## src/rtl/vfbc_pkg.sv

```systemverilog
package vfbc_pkg;

  localparam int unsigned DATA_W    = 8;
  localparam int unsigned ADDR_W    = 7;
  localparam int unsigned NREG      = 4;
  localparam int unsigned IDX_W     = $clog2(NREG);
  localparam int unsigned PTR_W     = IDX_W + 1;
  localparam int unsigned BITCNT_W  = $clog2(DATA_W) + 1;

  typedef enum logic [2:0] {
    LS_IDLE,
    LS_RECV,
    LS_ACKSET,
    LS_ACK,
    LS_SKIP
  } link_state_t;

  typedef enum logic [1:0] {
    BK_ADDR,
    BK_SUB,
    BK_DATA
  } byte_kind_t;

endpackage

```

## src/rtl/vfbc_line_events.sv

```systemverilog
module vfbc_line_events (
  input  logic clk,
  input  logic rst_n,
  input  logic scl_i,
  input  logic sda_i,
  output logic scl_rise,
  output logic scl_fall,
  output logic start_ev,
  output logic stop_ev
);

  logic scl_q, sda_q;
  logic scl_d, sda_d;

  always_comb begin
    scl_d = scl_i;
    sda_d = sda_i;
  end

  always_ff @(posedge clk or negedge rst_n) begin
    if (!rst_n) begin
      scl_q <= 1'b1;
      sda_q <= 1'b1;
    end else begin
      scl_q <= scl_d;
      sda_q <= sda_d;
    end
  end

  always_comb begin
    scl_rise = scl_i & ~scl_q;
    scl_fall = ~scl_i & scl_q;
    start_ev = scl_i & scl_q & sda_q & ~sda_i;
    stop_ev  = scl_i & scl_q & ~sda_q & sda_i;
  end

endmodule

```

## src/rtl/vfbc_link.sv

```systemverilog
module vfbc_link
  import vfbc_pkg::*;
(
  input  logic                clk,
  input  logic                rst_n,
  input  logic                sda_i,
  input  logic                scl_rise,
  input  logic                scl_fall,
  input  logic                start_ev,
  input  logic                stop_ev,
  input  logic [ADDR_W-1:0]   own_addr,
  output logic                sda_pull,
  output logic                wr_en,
  output logic [IDX_W-1:0]    wr_idx,
  output logic [DATA_W-1:0]   wr_data
);

  localparam logic [DATA_W-1:0]   LAST_B   = DATA_W'(NREG - 1);
  localparam logic [PTR_W-1:0]    LAST_P   = PTR_W'(NREG - 1);
  localparam logic [BITCNT_W-1:0] LAST_BIT = BITCNT_W'(DATA_W - 1);

  link_state_t          state_q, state_d;
  byte_kind_t           kind_q,  kind_d;
  logic [BITCNT_W-1:0]  cnt_q,   cnt_d;
  logic [DATA_W-2:0]    sh_q,    sh_d;
  logic [PTR_W-1:0]     ptr_q,   ptr_d;
  logic                 ack_q,   ack_d;
  logic                 pull_q,  pull_d;
  logic [DATA_W-1:0]    byte_full;

  assign byte_full = {sh_q, sda_i};

  always_comb begin
    state_d = state_q;
    kind_d  = kind_q;
    cnt_d   = cnt_q;
    sh_d    = sh_q;
    ptr_d   = ptr_q;
    ack_d   = ack_q;
    pull_d  = pull_q;
    wr_en   = 1'b0;
    wr_idx  = ptr_q[IDX_W-1:0];
    wr_data = byte_full;

    if (start_ev) begin
      state_d = LS_RECV;
      kind_d  = BK_ADDR;
      cnt_d   = '0;
      ack_d   = 1'b0;
      pull_d  = 1'b0;
    end else if (stop_ev) begin
      state_d = LS_IDLE;
      pull_d  = 1'b0;
    end else begin
      unique case (state_q)
        LS_RECV: begin
          if (scl_rise) begin
            sh_d  = byte_full[DATA_W-2:0];
            cnt_d = cnt_q + 1'b1;
            if (cnt_q == LAST_BIT) begin
              state_d = LS_ACKSET;
              unique case (kind_q)
                BK_ADDR: ack_d = (byte_full[DATA_W-1:1] == own_addr) && !byte_full[0];
                BK_SUB: begin
                  ack_d = (byte_full <= LAST_B);
                  if (byte_full <= LAST_B) ptr_d = byte_full[PTR_W-1:0];
                end
                default: begin
                  if (ptr_q <= LAST_P) begin
                    ack_d = 1'b1;
                    wr_en = 1'b1;
                    ptr_d = ptr_q + 1'b1;
                  end else begin
                    ack_d = 1'b0;
                  end
                end
              endcase
            end
          end
        end
        LS_ACKSET: begin
          if (scl_fall) begin
            pull_d  = ack_q;
            state_d = ack_q ? LS_ACK : LS_SKIP;
          end
        end
        LS_ACK: begin
          if (scl_fall) begin
            pull_d  = 1'b0;
            state_d = LS_RECV;
            cnt_d   = '0;
            kind_d  = (kind_q == BK_ADDR) ? BK_SUB : BK_DATA;
          end
        end
        default: ;
      endcase
    end
  end

  always_ff @(posedge clk or negedge rst_n) begin
    if (!rst_n) begin
      state_q <= LS_IDLE;
      kind_q  <= BK_ADDR;
      cnt_q   <= '0;
      sh_q    <= '0;
      ptr_q   <= '0;
      ack_q   <= 1'b0;
      pull_q  <= 1'b0;
    end else begin
      state_q <= state_d;
      kind_q  <= kind_d;
      cnt_q   <= cnt_d;
      sh_q    <= sh_d;
      ptr_q   <= ptr_d;
      ack_q   <= ack_d;
      pull_q  <= pull_d;
    end
  end

  assign sda_pull = pull_q;

  // a START leaves the byte engine at bit zero with SDA released
  a_r10_start_restarts: assert property (@(posedge clk) disable iff (!rst_n)
    start_ev |=> (state_q == LS_RECV) && (cnt_q == '0) && !pull_q);

  // a STOP parks the engine
  a_r10_stop_idles: assert property (@(posedge clk) disable iff (!rst_n)
    (stop_ev && !start_ev) |=> (state_q == LS_IDLE) && !pull_q);

  // nothing is stored once the index has run past the last register
  a_r5_no_store_past_end: assert property (@(posedge clk) disable iff (!rst_n)
    (kind_q == BK_DATA && ptr_q > LAST_P) |-> !wr_en);

endmodule

```

## src/rtl/vfbc_regbank.sv

```systemverilog
module vfbc_regbank
  import vfbc_pkg::*;
(
  input  logic                           clk,
  input  logic                           rst_n,
  input  logic                           wr_en,
  input  logic [IDX_W-1:0]               wr_idx,
  input  logic [DATA_W-1:0]              wr_data,
  output logic [NREG-1:0][DATA_W-1:0]    regs_o
);

  logic [DATA_W-1:0] regs_q [NREG];
  logic [DATA_W-1:0] regs_d [NREG];
  logic [NREG-1:0]   sel_en;

  for (genvar g = 0; g < NREG; g++) begin : g_reg
    assign sel_en[g] = wr_en && (wr_idx == IDX_W'(g));

    always_comb begin
      regs_d[g] = regs_q[g];
      if (sel_en[g]) regs_d[g] = wr_data;
    end

    always_ff @(posedge clk or negedge rst_n) begin
      if (!rst_n) regs_q[g] <= '0;
      else        regs_q[g] <= regs_d[g];
    end

    assign regs_o[g] = regs_q[g];

    // a register without its write strobe keeps its contents
    a_r4_hold_unwritten: assert property (@(posedge clk) disable iff (!rst_n)
      !(wr_en && wr_idx == IDX_W'(g)) |=> $stable(regs_q[g]));
  end

endmodule

```

## src/rtl/vfb_ctrl_slave.sv

```systemverilog
module vfb_ctrl_slave
  import vfbc_pkg::*;
#(
  parameter logic [6:0] BASE_ADDR = 7'h48
) (
  input  logic       clk,
  input  logic       rst_n,
  input  logic       scl_i,
  input  logic       sda_i,
  input  logic [1:0] addr_sel_i,
  output logic       sda_pull_o,
  output logic [7:0] cutoff_o,
  output logic [5:0] in_mode_o,
  output logic       bypass_o,
  output logic       pwrdn_o,
  output logic       half_cut_o,
  output logic [5:0] gain_main_o,
  output logic [5:0] gain_aux_o
);

  logic rst_meta_q, rst_sync_q;

  always_ff @(posedge clk or negedge rst_n) begin
    if (!rst_n) begin
      rst_meta_q <= 1'b0;
      rst_sync_q <= 1'b0;
    end else begin
      rst_meta_q <= 1'b1;
      rst_sync_q <= rst_meta_q;
    end
  end

  logic [ADDR_W-1:0] own_addr;

  always_comb begin
    if (addr_sel_i[1])      own_addr = BASE_ADDR + 7'd2;
    else if (addr_sel_i[0]) own_addr = BASE_ADDR + 7'd1;
    else                    own_addr = BASE_ADDR;
  end

  logic scl_rise, scl_fall, start_ev, stop_ev;
  logic wr_en;
  logic [IDX_W-1:0] wr_idx;
  logic [DATA_W-1:0] wr_data;
  logic [NREG-1:0][DATA_W-1:0] regs;

  vfbc_line_events u_events (
    .clk      (clk),
    .rst_n    (rst_sync_q),
    .scl_i    (scl_i),
    .sda_i    (sda_i),
    .scl_rise (scl_rise),
    .scl_fall (scl_fall),
    .start_ev (start_ev),
    .stop_ev  (stop_ev)
  );

  vfbc_link u_link (
    .clk      (clk),
    .rst_n    (rst_sync_q),
    .sda_i    (sda_i),
    .scl_rise (scl_rise),
    .scl_fall (scl_fall),
    .start_ev (start_ev),
    .stop_ev  (stop_ev),
    .own_addr (own_addr),
    .sda_pull (sda_pull_o),
    .wr_en    (wr_en),
    .wr_idx   (wr_idx),
    .wr_data  (wr_data)
  );

  vfbc_regbank u_regs (
    .clk     (clk),
    .rst_n   (rst_sync_q),
    .wr_en   (wr_en),
    .wr_idx  (wr_idx),
    .wr_data (wr_data),
    .regs_o  (regs)
  );

  assign cutoff_o    = regs[0];
  assign in_mode_o   = regs[1][7:2];
  assign bypass_o    = regs[1][1];
  assign pwrdn_o     = regs[2][7];
  assign half_cut_o  = regs[2][6];
  assign gain_main_o = regs[2][5:0];
  assign gain_aux_o  = regs[3][5:0];

  logic spare_unused;
  assign spare_unused = ^{regs[1][0], regs[3][7:6]};

  // the pull-low enable only moves while SCL is low
  a_r9_pull_moves_scl_low: assert property (@(posedge clk) disable iff (!rst_sync_q)
    !$stable(sda_pull_o) |-> !scl_i);

  // once pulling with SCL high, keep pulling on the next cycle
  a_r9_pull_held_high: assert property (@(posedge clk) disable iff (!rst_sync_q)
    (sda_pull_o && scl_i && !start_ev && !stop_ev) |=> sda_pull_o);

endmodule

```

## config.mk

```make
export PLATFORM = sky130hd
export DESIGN_NAME = vfb_ctrl_slave
export DESIGN_NICKNAME = d
export VERILOG_FILES = /design/src/rtl/vfbc_pkg.sv /design/src/rtl/vfbc_line_events.sv /design/src/rtl/vfbc_link.sv /design/src/rtl/vfbc_regbank.sv /design/src/rtl/vfb_ctrl_slave.sv
export SDC_FILE = /design/constraint.sdc
export NUM_CORES = 1
export LEC_CHECK = 0
export ABC_AREA = 0
export BUFFER_PORTS_ARGS = -buffer_cell sky130_fd_sc_hd__buf_2
export CORE_ASPECT_RATIO = 1.1
export CORE_UTILIZATION = 55
export DETAILED_ROUTE_END_ITERATION = 12
export PLACE_DENSITY_LB_ADDON = 0.05
export RECOVER_POWER = 100
export SYNTH_ARGS = -nofsm -noshare
export SYNTH_HDL_FRONTEND = slang
export SYNTH_HIERARCHICAL = 1
export SYNTH_SLANG_ARGS = --single-unit
```

## constraint.sdc

```tcl
create_clock -name clk -period 2.95 [get_ports clk]
set_input_delay 0.4425 -clock clk [delete_from_list [all_inputs] [get_ports clk]]
set_output_delay 0.4425 -clock clk [all_outputs]
set_load 0.05 [all_outputs]
```

==> metrics.cfg <==
[logic_synthesis]
syn-mean-instance-area_sq_um = 12.7
ys_warn_count = 6
synth_area_sq_um = 2480
syn_inst = 195

[critical_path]
slowest_delay_ns = 0.53
crit_buf_inv = 1
worstPathMaxFanout = 6
arrival_ns = 2.90
path_class = reg2reg
ff2ff_setup_slack_ns = 0.23
timing.rr.end = u_regs/regs_o[26]
cp_cell_sequence = and4b_1 -> or3b_1 -> or3_1 -> nor2_1 -> clkbuf_1 -> nand3_1 -> mux2_2
reg2reg_from = u_events/sda_q
cpLargestDelayFamily = simple AND/OR/NAND/NOR gates
critPathRequiredTime_ns = 3.14
crit_path_end_kind = flop
r2r_cells = 7
cp_slowest_cell = dfstp_2
cp-start-kind = flop

[power]
p_leak_nw = 1.31
swShare = 0.257
p_comb_frac = 0.117
power.share.clock = 0.313
irDropWorstVdd_mv = 0.367
sequentialPowerShare = 0.570
internal-power_mw = 1.13
power_switching_uw = 391
power_mw = 1.52
p_per_area_nw_per_um2 = 545

[grt]
grt_pass1_wl_microns = 7980
track_usage = 0.225
grt-ovfl-total = 0
grt_max_degree = 53
grt_pass1_vias = 1667
antenna_found_initial = 0

[detailed_routing]
vias_per_cell = 5.57
drc = 0
drtAntennaViolNets = 0
routed_wl_microns = 4810
wl_per_cell_microns = 16.3
vias = 1643
firstDrtPassIters = 4
drt-initial-drc-count = 68

[die]
rows = 25
dieArea_sq_um = 4790
die_w_microns = 66.1
io_pins = 36
coreArea_sq_um = 4320
die_h_microns = 72.5
start_util = 0.576

[timing]
worst_slew_pin_slew_ns = 2.02
slew_violations = 53
setup_viol = 0
hold_viol_final = 0
fin_crit_ns = 2.72
post-route-period-util = 0.921
skew_ns = 0.00386
fmaxAchievable_ghz = 0.368
setup_tns_ns = 0
timing.slew.headroom = -0.345
fin_ws_ns = 0.234
grt_setup_unrepaired = no

[placement]
preCtsSetupSlack_ns = 0.213
place_hpwl_microns = 3480
gp_congestion = 0.830
buffer_ports.inserted = 35

[finish]
drive_above_1_share = 0.253
diodes = 0
syn_to_final_growth_pct = 12.4
fin_nets = 249

[cts]
cts_root_buf = clkbuf_8
clk_path_buf_depth = 2
clkLatencyLatePin_ns = 0.30
numCtsBuffers = 5
cts.clk_slew.worst_paths_ns = 0.09
cts_resized = 0
cts_tree = built
cts.sinks = 54
htreeDepth = 2

[status]
status = finished, violations left
violations = capacitance limit, slew limit

[job]
maxCapViolations = 1

[hold_path]
holdPathEnd = u_events/scl_q
min_from = scl_i
min_path_cells = 1
hold_path.class = in2reg

-- how the worst max path moves through the flow --
stage	startpoint	end	slack, ns	cells past startpoint
final	u_events/sda_q	u_regs/regs_o[26]	0.23	7
after global routing	u_events/sda_q	u_regs/regs_o[26]	0.09	7
after CTS	u_events/sda_q	u_regs/regs_o[5]	0.27	6
after detailed placement	sda_i	u_regs/regs_o[5]	0.21	7
after global placement	sda_i	u_regs/regs_o[3]	0.31	7
after floorplan	sda_i	u_regs/regs_o[0]	0.29	7
-- power by group through the flow --
stage               logic (mW)  registers, mW  clock network, mW
floorplan                0.138          0.863                  0
global placement         0.169          0.882                  0
detailed placement       0.178          0.886                  0
CTS                      0.181          0.871              0.491
global route             0.204          0.880              0.522
finish                   0.178          0.868              0.476
-- registers in the layout, indices dropped and copies added, names as in the netlist --
| signal | count |
|---|---|
| u_link/state_q | 3 |
| u_link/cnt_q | 4 |
| rst_meta_q | 1 |
| u_link/ptr_q | 3 |
| u_link/sda_pull | 1 |
| u_regs/regs_o | 29 |
| rst_sync_q | 1 |
| u_events/scl_q | 1 |
| u_link/ack_q | 1 |
| u_events/sda_q | 1 |
| u_link/kind_q | 2 |
| u_link/sh_q | 7 |
-- layer usage --
metal | wire length [microns] | GRT usage
met4 | 94 | 0.109
met1 | 2010 | 0.272
met2 | 2600 | 0.390
met5 | 0 | 0
met3 | 108 | 0.0362
-- cells in the final DEF (no fill, tap or decap), drive strengths merged, types with 3 or more instances in the layout --
master / instances
dfrtp: 52
mux2: 42
clkbuf: 40
o21ai: 9
a21oi: 8
inv: 7
nand2: 7
conb: 6
nor2: 6
nor2b: 5
nand3b: 5
nand3: 4
xnor2: 4
buf: 4
xor2: 3
ha: 3
or4: 3
nor3b: 3
-- what timing repair did --
action	4_1_cts	5_1_grt
setup buffers	0	0
hold buffers	1	0
endpoints found under the hold margin	2	0
-- final cells by class --
class / count / area (sq um)
Inverter: 7 / 26.3
Tap cell: 54 / 67.6
Timing Repair Buffer: 39 / 160
Multi-Input combinational cell: 133 / 1080
Clock inverter: 2 / 37.5
Fill cell: 372 / 1520
Clock buffer: 6 / 72.6
Sequential cell: 54 / 1350
-- through the flow --
stage,util,hold WS [ns],instances,area (sq um)
finish,0.647,0.292,295,2790
global route,0.647,0.291,295,2790
CTS,0.661,0.264,295,2860
detailed placement,0.634,0.229,286,2740
global placement,0.634,0.226,286,2740
floorplan,-,0.147,199,2500
No activity file was read; power rests on OpenSTA's default activity.
